===== src/rtl/comp_policy_pkg.sv =====
package comp_policy_pkg;

  // Reference classes presented by the upstream classifier.
  localparam logic [2:0] EV_IDLE         = 3'd0;
  localparam logic [2:0] EV_HIT_PLAIN    = 3'd1;
  localparam logic [2:0] EV_HIT_SLOW     = 3'd2;
  localparam logic [2:0] EV_MISS_SAVED   = 3'd3;
  localparam logic [2:0] EV_MISS_SAVABLE = 3'd4;
  localparam logic [2:0] EV_MISS_HARD    = 3'd5;

  localparam int DEF_CTR_W = 19;
  localparam int DEF_PEN_W = 16;

endpackage


===== src/rtl/cpc_delta.sv =====
// Turns one classified reference into a signed step for the score.
module cpc_delta
  import comp_policy_pkg::*;
#(
  parameter int CW = DEF_CTR_W,
  parameter int PW = DEF_PEN_W
) (
  input  logic                 valid,
  input  logic [2:0]           code,
  input  logic [PW-1:0]        dec_cost,
  input  logic [PW-1:0]        miss_cost,
  output logic signed [CW:0]   delta
);

  localparam int PAD = CW + 1 - PW;

  logic signed [CW:0] dec_ext;
  logic signed [CW:0] miss_ext;

  assign dec_ext  = $signed({{PAD{1'b0}}, dec_cost});
  assign miss_ext = $signed({{PAD{1'b0}}, miss_cost});

  always_comb begin
    delta = '0;
    if (valid) begin
      case (code)
        EV_HIT_SLOW:     delta = -dec_ext;
        EV_MISS_SAVED,
        EV_MISS_SAVABLE: delta = miss_ext;
        default:         delta = '0;
      endcase
    end
  end

endmodule


===== src/rtl/cpc_sat_acc.sv =====
// Signed accumulator with a guard bit; clamps to the rails on overflow.
module cpc_sat_acc #(
  parameter int CW = 19
) (
  input  logic                 clk,
  input  logic                 rst,
  input  logic signed [CW:0]   delta,
  output logic signed [CW-1:0] acc_q
);

  localparam logic signed [CW-1:0] RAIL_HI = {1'b0, {(CW-1){1'b1}}};
  localparam logic signed [CW-1:0] RAIL_LO = {1'b1, {(CW-1){1'b0}}};

  logic signed [CW:0]   sum;
  logic signed [CW-1:0] acc_d;

  assign sum = {acc_q[CW-1], acc_q} + delta;

  always_comb begin
    if (sum[CW] != sum[CW-1]) begin
      acc_d = sum[CW] ? RAIL_LO : RAIL_HI;
    end else begin
      acc_d = sum[CW-1:0];
    end
  end

  always_ff @(posedge clk) begin
    if (rst) begin
      acc_q <= '0;
    end else begin
      acc_q <= acc_d;
    end
  end

endmodule


===== src/rtl/cpc_alloc_gate.sv =====
// Samples the policy for each line allocation.
module cpc_alloc_gate (
  input  logic clk,
  input  logic rst,
  input  logic sign_bit,
  input  logic alloc,
  output logic policy,
  output logic alloc_vld_q,
  output logic alloc_comp_q
);

  assign policy = ~sign_bit;

  always_ff @(posedge clk) begin
    if (rst) begin
      alloc_vld_q  <= 1'b0;
      alloc_comp_q <= 1'b0;
    end else begin
      alloc_vld_q  <= alloc;
      alloc_comp_q <= alloc ? policy : 1'b0;
    end
  end

endmodule


===== src/rtl/comp_policy_ctr.sv =====
module comp_policy_ctr
  import comp_policy_pkg::*;
#(
  parameter int CTR_W = DEF_CTR_W,  // score width, signed
  parameter int PEN_W = DEF_PEN_W   // penalty width, must be below CTR_W
) (
  input  logic             clk,
  input  logic             rst,
  input  logic             ev_valid,
  input  logic [2:0]       ev_code,
  input  logic [PEN_W-1:0] dec_cost,
  input  logic [PEN_W-1:0] miss_cost,
  input  logic             alloc,
  output logic [CTR_W-1:0] score,
  output logic             comp_en,
  output logic             alloc_vld,
  output logic             alloc_comp
);

  logic signed [CTR_W:0]   step;
  logic signed [CTR_W-1:0] acc;

  cpc_delta #(.CW(CTR_W), .PW(PEN_W)) u_delta (
    .valid     (ev_valid),
    .code      (ev_code),
    .dec_cost  (dec_cost),
    .miss_cost (miss_cost),
    .delta     (step)
  );

  cpc_sat_acc #(.CW(CTR_W)) u_acc (
    .clk   (clk),
    .rst   (rst),
    .delta (step),
    .acc_q (acc)
  );

  cpc_alloc_gate u_gate (
    .clk          (clk),
    .rst          (rst),
    .sign_bit     (acc[CTR_W-1]),
    .alloc        (alloc),
    .policy       (comp_en),
    .alloc_vld_q  (alloc_vld),
    .alloc_comp_q (alloc_comp)
  );

  assign score = acc;

endmodule


===== config.mk =====
export PLATFORM = sky130hd
export DESIGN_NAME = comp_policy_ctr
export DESIGN_NICKNAME = d
export VERILOG_FILES = /design/src/rtl/comp_policy_pkg.sv /design/src/rtl/cpc_delta.sv /design/src/rtl/cpc_sat_acc.sv /design/src/rtl/cpc_alloc_gate.sv /design/src/rtl/comp_policy_ctr.sv
export SDC_FILE = /design/constraint.sdc
export NUM_CORES = 1
export LEC_CHECK = 0
export CAP_MARGIN = 20
export CORE_UTILIZATION = 50
export CTS_CLUSTER_DIAMETER = 30
export CTS_CLUSTER_SIZE = 16
export DETAILED_ROUTE_END_ITERATION = 8
export DONT_BUFFER_PORTS = 1
export GPL_TIMING_DRIVEN = 0
export HOLD_SLACK_MARGIN = 0.15
export MAX_ROUTING_LAYER = met4
export SYNTH_ARGS = -nofsm -noshare
export SYNTH_HDL_FRONTEND = slang
export SYNTH_HIERARCHICAL = 1
export SYNTH_SLANG_ARGS = --single-unit

===== constraint.sdc =====
create_clock -name clk -period 4.68 [get_ports clk]
set_input_delay 1.17 -clock clk [delete_from_list [all_inputs] [get_ports clk]]
set_output_delay 1.17 -clock clk [all_outputs]
set_load 0.02 [all_outputs]

==> metrics, run 1 <==
Chip Height 68.8 microns; cell count after synthesis 275; Clk network pwr share 23.3%; critical path startpoint ev_code[0]; CTS clk-pin slew, worst paths 0.08 ns; WL per Instance 16.3 microns; syn_area_per_cell 8.12 sq um; R2R setup slack 1.89 ns; Die W 68.8 microns; Yosys warning count 6; Top FF cell, synth dfxtp_1; Worst-Skew Late Latency 0.27 ns; fraction of the cycle the final worst path needs 92.3%; TritonCTS Sinks 21; Area Growth Syn to Fin 6.72%; DR iter-0 viols 90; post-DR vias/cell 5.97; Pre-Repair DR Iteration Count 4; Max rail drop VDD 0.145 mV; Hold Violations, Final 0; Post-synth EDFFs 0; total global-route track usage 24.5%; hold path cells 1; RSZ-0062 raised after global routing false; first-pass GRT wire length 8280 microns; worst r2r dst u_acc/acc_q[17]; total CTS buffers 3; switching part of the total 37.7%; Core Footprint 4140 sq um; Finish-stage setup viols 0; most frequent cells in the layout nand2_1 (27), o21ai_0 (23), dfxtp_1 (21), ha_1 (20); maximum clock rate 0.232 GHz; Worst R2R Start u_acc/acc_q[0]; Worst Clk Skew 0.00487 ns; fin worst setup slack 0.362 ns; Async S/R FF share, synth 0%; Clock Path Buffers 2; CTS tree done; Reg power frac 45.7%; Internal 0.331 mW; Fin Setup TNS 0 ns; Worst Path Arrival 4.47 ns; DP HPWL 4390 microns; logic gate share of total power 31.0%; Layout Nets 342; vias in the first global route 1742; Hold Crit Class reg -> reg; Synth area leader dfxtp_1; CP Capture Type flip-flop; Critical Path Start Type primary input; top area cells in the synthesized netlist dfxtp_1 (19%), ha_1 (11%), xor2_1 (6.7%); H-tree depth 1; Sw Pwr 0.200 mW; post-synth net total 335; slew margin rel. 69.8%; placed cell areas 2300 sq um; Yosys cell types 57; I/O pins 61; WS Path Type in -> reg; Hold WS 0.663 ns; pre-CTS setup slack -0.142 ns; via count 1975; Detailed Route WL 5390 microns; clock root buffer clkbuf_8; outcome finished clean; Seq/Total Area, Yosys 18.8%; worst-path maximum fanout 10; max-slew violation count 0; initial antenna violation count 0; cell total after placement 325; max-capacitance violation count 0; P per Cell Area 223 nW/um^2; Starting Density 53.9%; IO buf count 0; area of the multi-input gates 1770 sq um; post-layout min period 4.32 ns; Fillers 415; worst slew pin tran 0.453 ns; antenna diode count 0; Final Wtd Congestion 0.842; die area 4740 sq um; total gr overflow 0; Remaining DRCs 0; final instance area 2380 sq um; maximum number of pins on one net before global-route repair 12; Yosys top cell area share 18.8%; register area 420 sq um; required time of the critical path 4.83 ns; fin cells 331; Synth Cell Area 2230 sq um; synthesized flop and latch total 21; Pleak 1.03 nW; share of post-route cells with drive strength above 1 15.7%; most common cell after layout, fill and taps aside nand2_1; CP endpoint u_acc/acc_q[17]; number of cell rows 23; remaining antenna violation count 0; reg2reg path depth 10
-- area by class of cell --
class | instances | share of cell area [%]
Multi-Input combinational cell | 240 | 74.2
Sequential cell | 21 | 17.6
Tap cell | 50 | 2.62
Clock buffer | 4 | 1.89
Buffer | 6 | 1.73
Inverter | 8 | 1.26
Timing Repair Buffer | 2 | 0.630
-- flip-flops by register name, indices dropped and copies added, names as in the netlist --
signal               cells
u_acc/acc_q             19
u_gate/alloc_comp_q      1
u_gate/alloc_vld_q       1
-- layer usage --
layer,vias to the layer above,routed length (microns),global-route usage (%)
li1,1037,-,-
met1,888,2790,34.5
met2,46,2240,36.9
met3,4,322,3.29
met4,0,34,5.87
met5,-,0,-
-- critical path: stages --
cell and delay, ns:
clkbuf_1 0.21, nor3b_4 0.36, o21a_1 0.19, buf_2 0.21, nand2_1 0.07, o21ai_0 0.14, ha_1 0.38, a21oi_2 0.25
o211ai_1 0.16, a211oi_1 0.24, nor2_1 0.09, and3_1 0.26, o211ai_4 0.34, buf_4 0.28, o211ai_1 0.10
-- cells by family (layout without fill, tap and decap cells) --
family / count (synthesis) / after routing / share of synthesized area (%)
buffers and inverters: 14 / 20 / 3.14
adder cells (fa/ha/maj): 21 / 21 / 12.1
multiplexers: 3 / 3 / 1.34
AND/OR/NAND/NOR: 92 / 92 / 23.0
flip-flops: 21 / 21 / 18.8
AO/OA/AOI/OAI: 95 / 95 / 29.9
XOR/XNOR: 29 / 29 / 11.7
-- power groups by stage --
stage,combinational (mW),clock (mW),sequential (mW)
2_1_floorplan,0.134,0,0.243
3_3_place_gp,0.159,0,0.248
3_5_place_dp,0.159,0,0.248
4_1_cts,0.161,0.131,0.244
5_1_grt,0.187,0.135,0.246
6_report,0.165,0.124,0.243
-- worst min-delay path by stage --
stage / from / to / slack (ns)
finish: u_acc/acc_q[18] / u_gate/alloc_comp_q / 0.66
global route: u_acc/acc_q[18] / u_gate/alloc_comp_q / 0.71
CTS: u_acc/acc_q[18] / u_gate/alloc_comp_q / 0.67
detailed placement: u_acc/acc_q[18] / u_gate/alloc_comp_q / 0.66
global placement: u_acc/acc_q[18] / u_gate/alloc_comp_q / 0.66
floorplan: u_acc/acc_q[18] / u_gate/alloc_comp_q / 0.62
-- synthesized netlist by cell type, drive strengths merged, types with 3 or more instances --
cell / count
a31oi: 3
a21o: 5
a211oi: 4
nor3: 6
inv: 8
buf: 4
dfxtp: 21
o211ai: 6
nor4: 4
o21ai: 36
xor2: 18
nor3b: 6
xnor2: 11
nand3: 6
a21oi: 23
ha: 20
nand2: 27
nor2: 18
and3: 6
o31ai: 4
and2: 3
mux2i: 3
or4: 3
nand2b: 3
-- what timing repair did --
action | 4_1_cts | 5_1_grt
resized for setup | 0 | 6
setup buffers | 0 | 2
hold buffers | 0 | 0
endpoints found under the setup margin | 0 | 17
-- stage by stage --
stage / power (mW) / utilization (%)
after floorplan: 0.376 / -
after global placement: 0.407 / 55.4
after detailed placement: 0.407 / 55.4
after CTS: 0.536 / 56.5
after global routing: 0.567 / 57.5
final: 0.532 / 57.5
Note: power is estimated with default switching activity, not from simulation.
==> inputs of run 2 (changes only) <==
==> constraint.sdc (replaced) <==
create_clock -name clk -period 4.68 [get_ports clk]
set_input_delay 0.702 -clock clk [delete_from_list [all_inputs] [get_ports clk]]
set_output_delay 0.702 -clock clk [all_outputs]
set_load 0.02 [all_outputs]
==> run 2 against run 1 <==
Effect of this change:
- sequential power barely moved
- sequential cell count did not move
- setup slack improved by 0.27 ns
- clock power barely moved
- via count rose by 0.20%
- power fell by 0.16%
- routed wire length fell by 0.98%
- largest power group unchanged
- highest routed layer unchanged
==> metrics, run 2 (same netlist as run 1, synthesis figures left out) <==
vias in the first global route 1742 (unchanged); I/O pins 61 (unchanged); Pre-Repair DR Iteration Count 4 (unchanged); Internal 0.329 mW (-0.72%); # hold bufs at CTS 0 (unchanged); H-tree depth 1 (unchanged); Chip Height 68.8 microns (unchanged); CTS tree done; Critical Path Start Type primary input; P per Cell Area 227 nW/um^2 (+1.7%); max-capacitance violation count 0 (unchanged); switching part of the total 38.1% (+0.35 points); Detailed Route WL 5330 microns (-0.98%); Fillers 415 (unchanged); slowest library cell on the worst path nor3b_1; TritonCTS Sinks 21 (unchanged); Fin Setup TNS 0 ns (unchanged); Worst Clk Skew 0.00719 ns (+0.00232 ns); Hold Violations, Final 0 (unchanged); Starting Density 53.9% (unchanged); WL per Instance 16.2 microns (-0.38%); logic gate share of total power 30.4% (-0.6 points); Largest register FFs 19 (unchanged); remaining antenna violation count 0 (unchanged); slowest stage delay, CP 0.45 ns (+0.07 ns); placed cell areas 2300 sq um (unchanged); outcome finished clean; setup bufs post-CTS 0 (unchanged); total gr overflow 0 (unchanged); RSZ-0062 raised after global routing false; maximum clock rate 0.247 GHz (+6.8%); Layout Nets 340 (-0.58%); number of cell rows 23 (unchanged); first-pass GRT wire length 8280 microns (unchanged); Area Growth Syn to Fin 4.82%; Sw Pwr 0.202 mW (+0.76%); post-layout min period 4.04 ns (-0.274 ns); Clock Path Buffers 2 (unchanged); Max rail drop VDD 0.146 mV (+0.72%); Largest regs u_acc/acc_q (19), u_gate/alloc_comp_q (1), u_gate/alloc_vld_q (1); Clk network pwr share 23.8% (+0.5 points); Gates resized, CTS repair 0 (unchanged); worst slew pin tran 0.591 ns (+0.138 ns); share of post-route cells with drive strength above 1 14.0% (-1.7 points); DR iter-0 viols 107 (+19%); clock root buffer clkbuf_8; most common cell after layout, fill and taps aside nand2_1; Hold Crit Class in -> reg; via count 1979 (+0.20%); initial antenna violation count 0 (unchanged); CP Capture Type flip-flop; total global-route track usage 24.5% (unchanged); Finish-stage setup viols 0 (unchanged); IO buf count 0 (unchanged); CTS clk-pin slew, worst paths 0.09 ns (about the same); antenna diode count 0 (unchanged); final instance area 2340 sq um (-1.8%); fraction of the cycle the final worst path needs 86.4% (-5.9 points); maximum number of pins on one net before global-route repair 12 (unchanged); Worst-Skew Late Latency 0.27 ns (about the same); Top reg by flops u_acc/acc_q; WS Path Type in -> reg; most frequent cells in the layout nand2_1 (27), o21ai_0 (23), dfxtp_1 (21), ha_1 (20); Remaining DRCs 0 (unchanged); Core Footprint 4140 sq um (unchanged); total CTS buffers 3 (unchanged); required time of the critical path 4.84 ns (about the same); die area 4740 sq um (unchanged); Reg power frac 45.8% (about the same); critical-path cell list inv_1 -> ha_1 -> nor3b_1 -> nand4_1 -> xnor2_1 -> o21ai_0 -> ha_1 -> a21oi_2 -> o211ai_1 -> a211oi_1 -> nor2_1 -> and3_1 -> o211ai_2 -> buf_4 -> o211ai_1; reg2reg path depth 10 (unchanged); post-DR vias/cell 6.02 (+0.81%); Worst Path Arrival 4.20 ns (-0.27 ns); worst-path maximum fanout 10 (unchanged); hold path cells 1 (unchanged); max-slew violation count 0 (unchanged); Die W 68.8 microns (unchanged); Pleak 1.01 nW (-1.6%); DP HPWL 4390 microns (unchanged); Final Wtd Congestion 0.842 (unchanged); slew margin rel. 60.2% (-9.5 points)
[run 2: through the flow]
stage / instances / hold slack [ns] / util (%) / total power [mW] / setup slack [ns]
CTS: 329 / 0.483 / 56.5 / 0.536 / 0.621
floorplan: 275 / 0.619 / - / 0.376 / 0.976
detailed placement: 325 / 0.657 / 55.4 / 0.407 / 0.326
global route: 329 / 0.485 / 56.5 / 0.564 / 0.199
global placement: 325 / 0.664 / 55.4 / 0.407 / 0.362
finish: 329 / 0.487 / 56.5 / 0.531 / 0.636
[run 2: worst max-delay path: cells and delay by family]
kind / cells / cell delay [ns]
AO/OA/AOI/OAI: 6 / 1.46
XOR/XNOR: 1 / 0.17
adder cells (fa/ha/maj): 2 / 0.55
buffers and inverters: 2 / 0.34
AND/OR/NAND/NOR: 4 / 0.96
[run 2: worst paths after layout]
kind | start | endpoint | slack, ns
min reg2reg | u_acc/acc_q[18] | u_gate/alloc_comp_q | 0.66
max | dec_cost[0] | u_acc/acc_q[17] | 0.64
max reg2reg | u_acc/acc_q[0] | u_acc/acc_q[15] | 1.70
min | rst | u_gate/alloc_vld_q | 0.49
[run 2: layer usage]
| metal | global-route usage, % | share of wire [%] | vias up |
|---|---|---|---|
| li1 | - | - | 1032 |
| met1 | 34.5 | 50 | 884 |
| met2 | 36.9 | 42 | 59 |
| met3 | 3.29 | 7.3 | 4 |
| met4 | 5.87 | 0.64 | 0 |
| met5 | - | 0 | - |
[run 2: layout make-up]
type	instances	area, sq um	share of cell area, %
multi-input cells	240	1740	74.5
flip-flops and latches	21	420	18.0
well taps	50	62.6	2.67
clock buffers	4	45.0	1.92
plain buffers	6	40.0	1.71
inverters	8	30.0	1.28
[run 2: power groups by stage]
stage	clock [mW]	sequential [mW]	combinational, mW
after CTS	0.131	0.244	0.161
after global placement	0	0.248	0.159
after detailed placement	0	0.248	0.159
after global routing	0.135	0.246	0.183
final	0.126	0.243	0.161
after floorplan	0	0.243	0.134
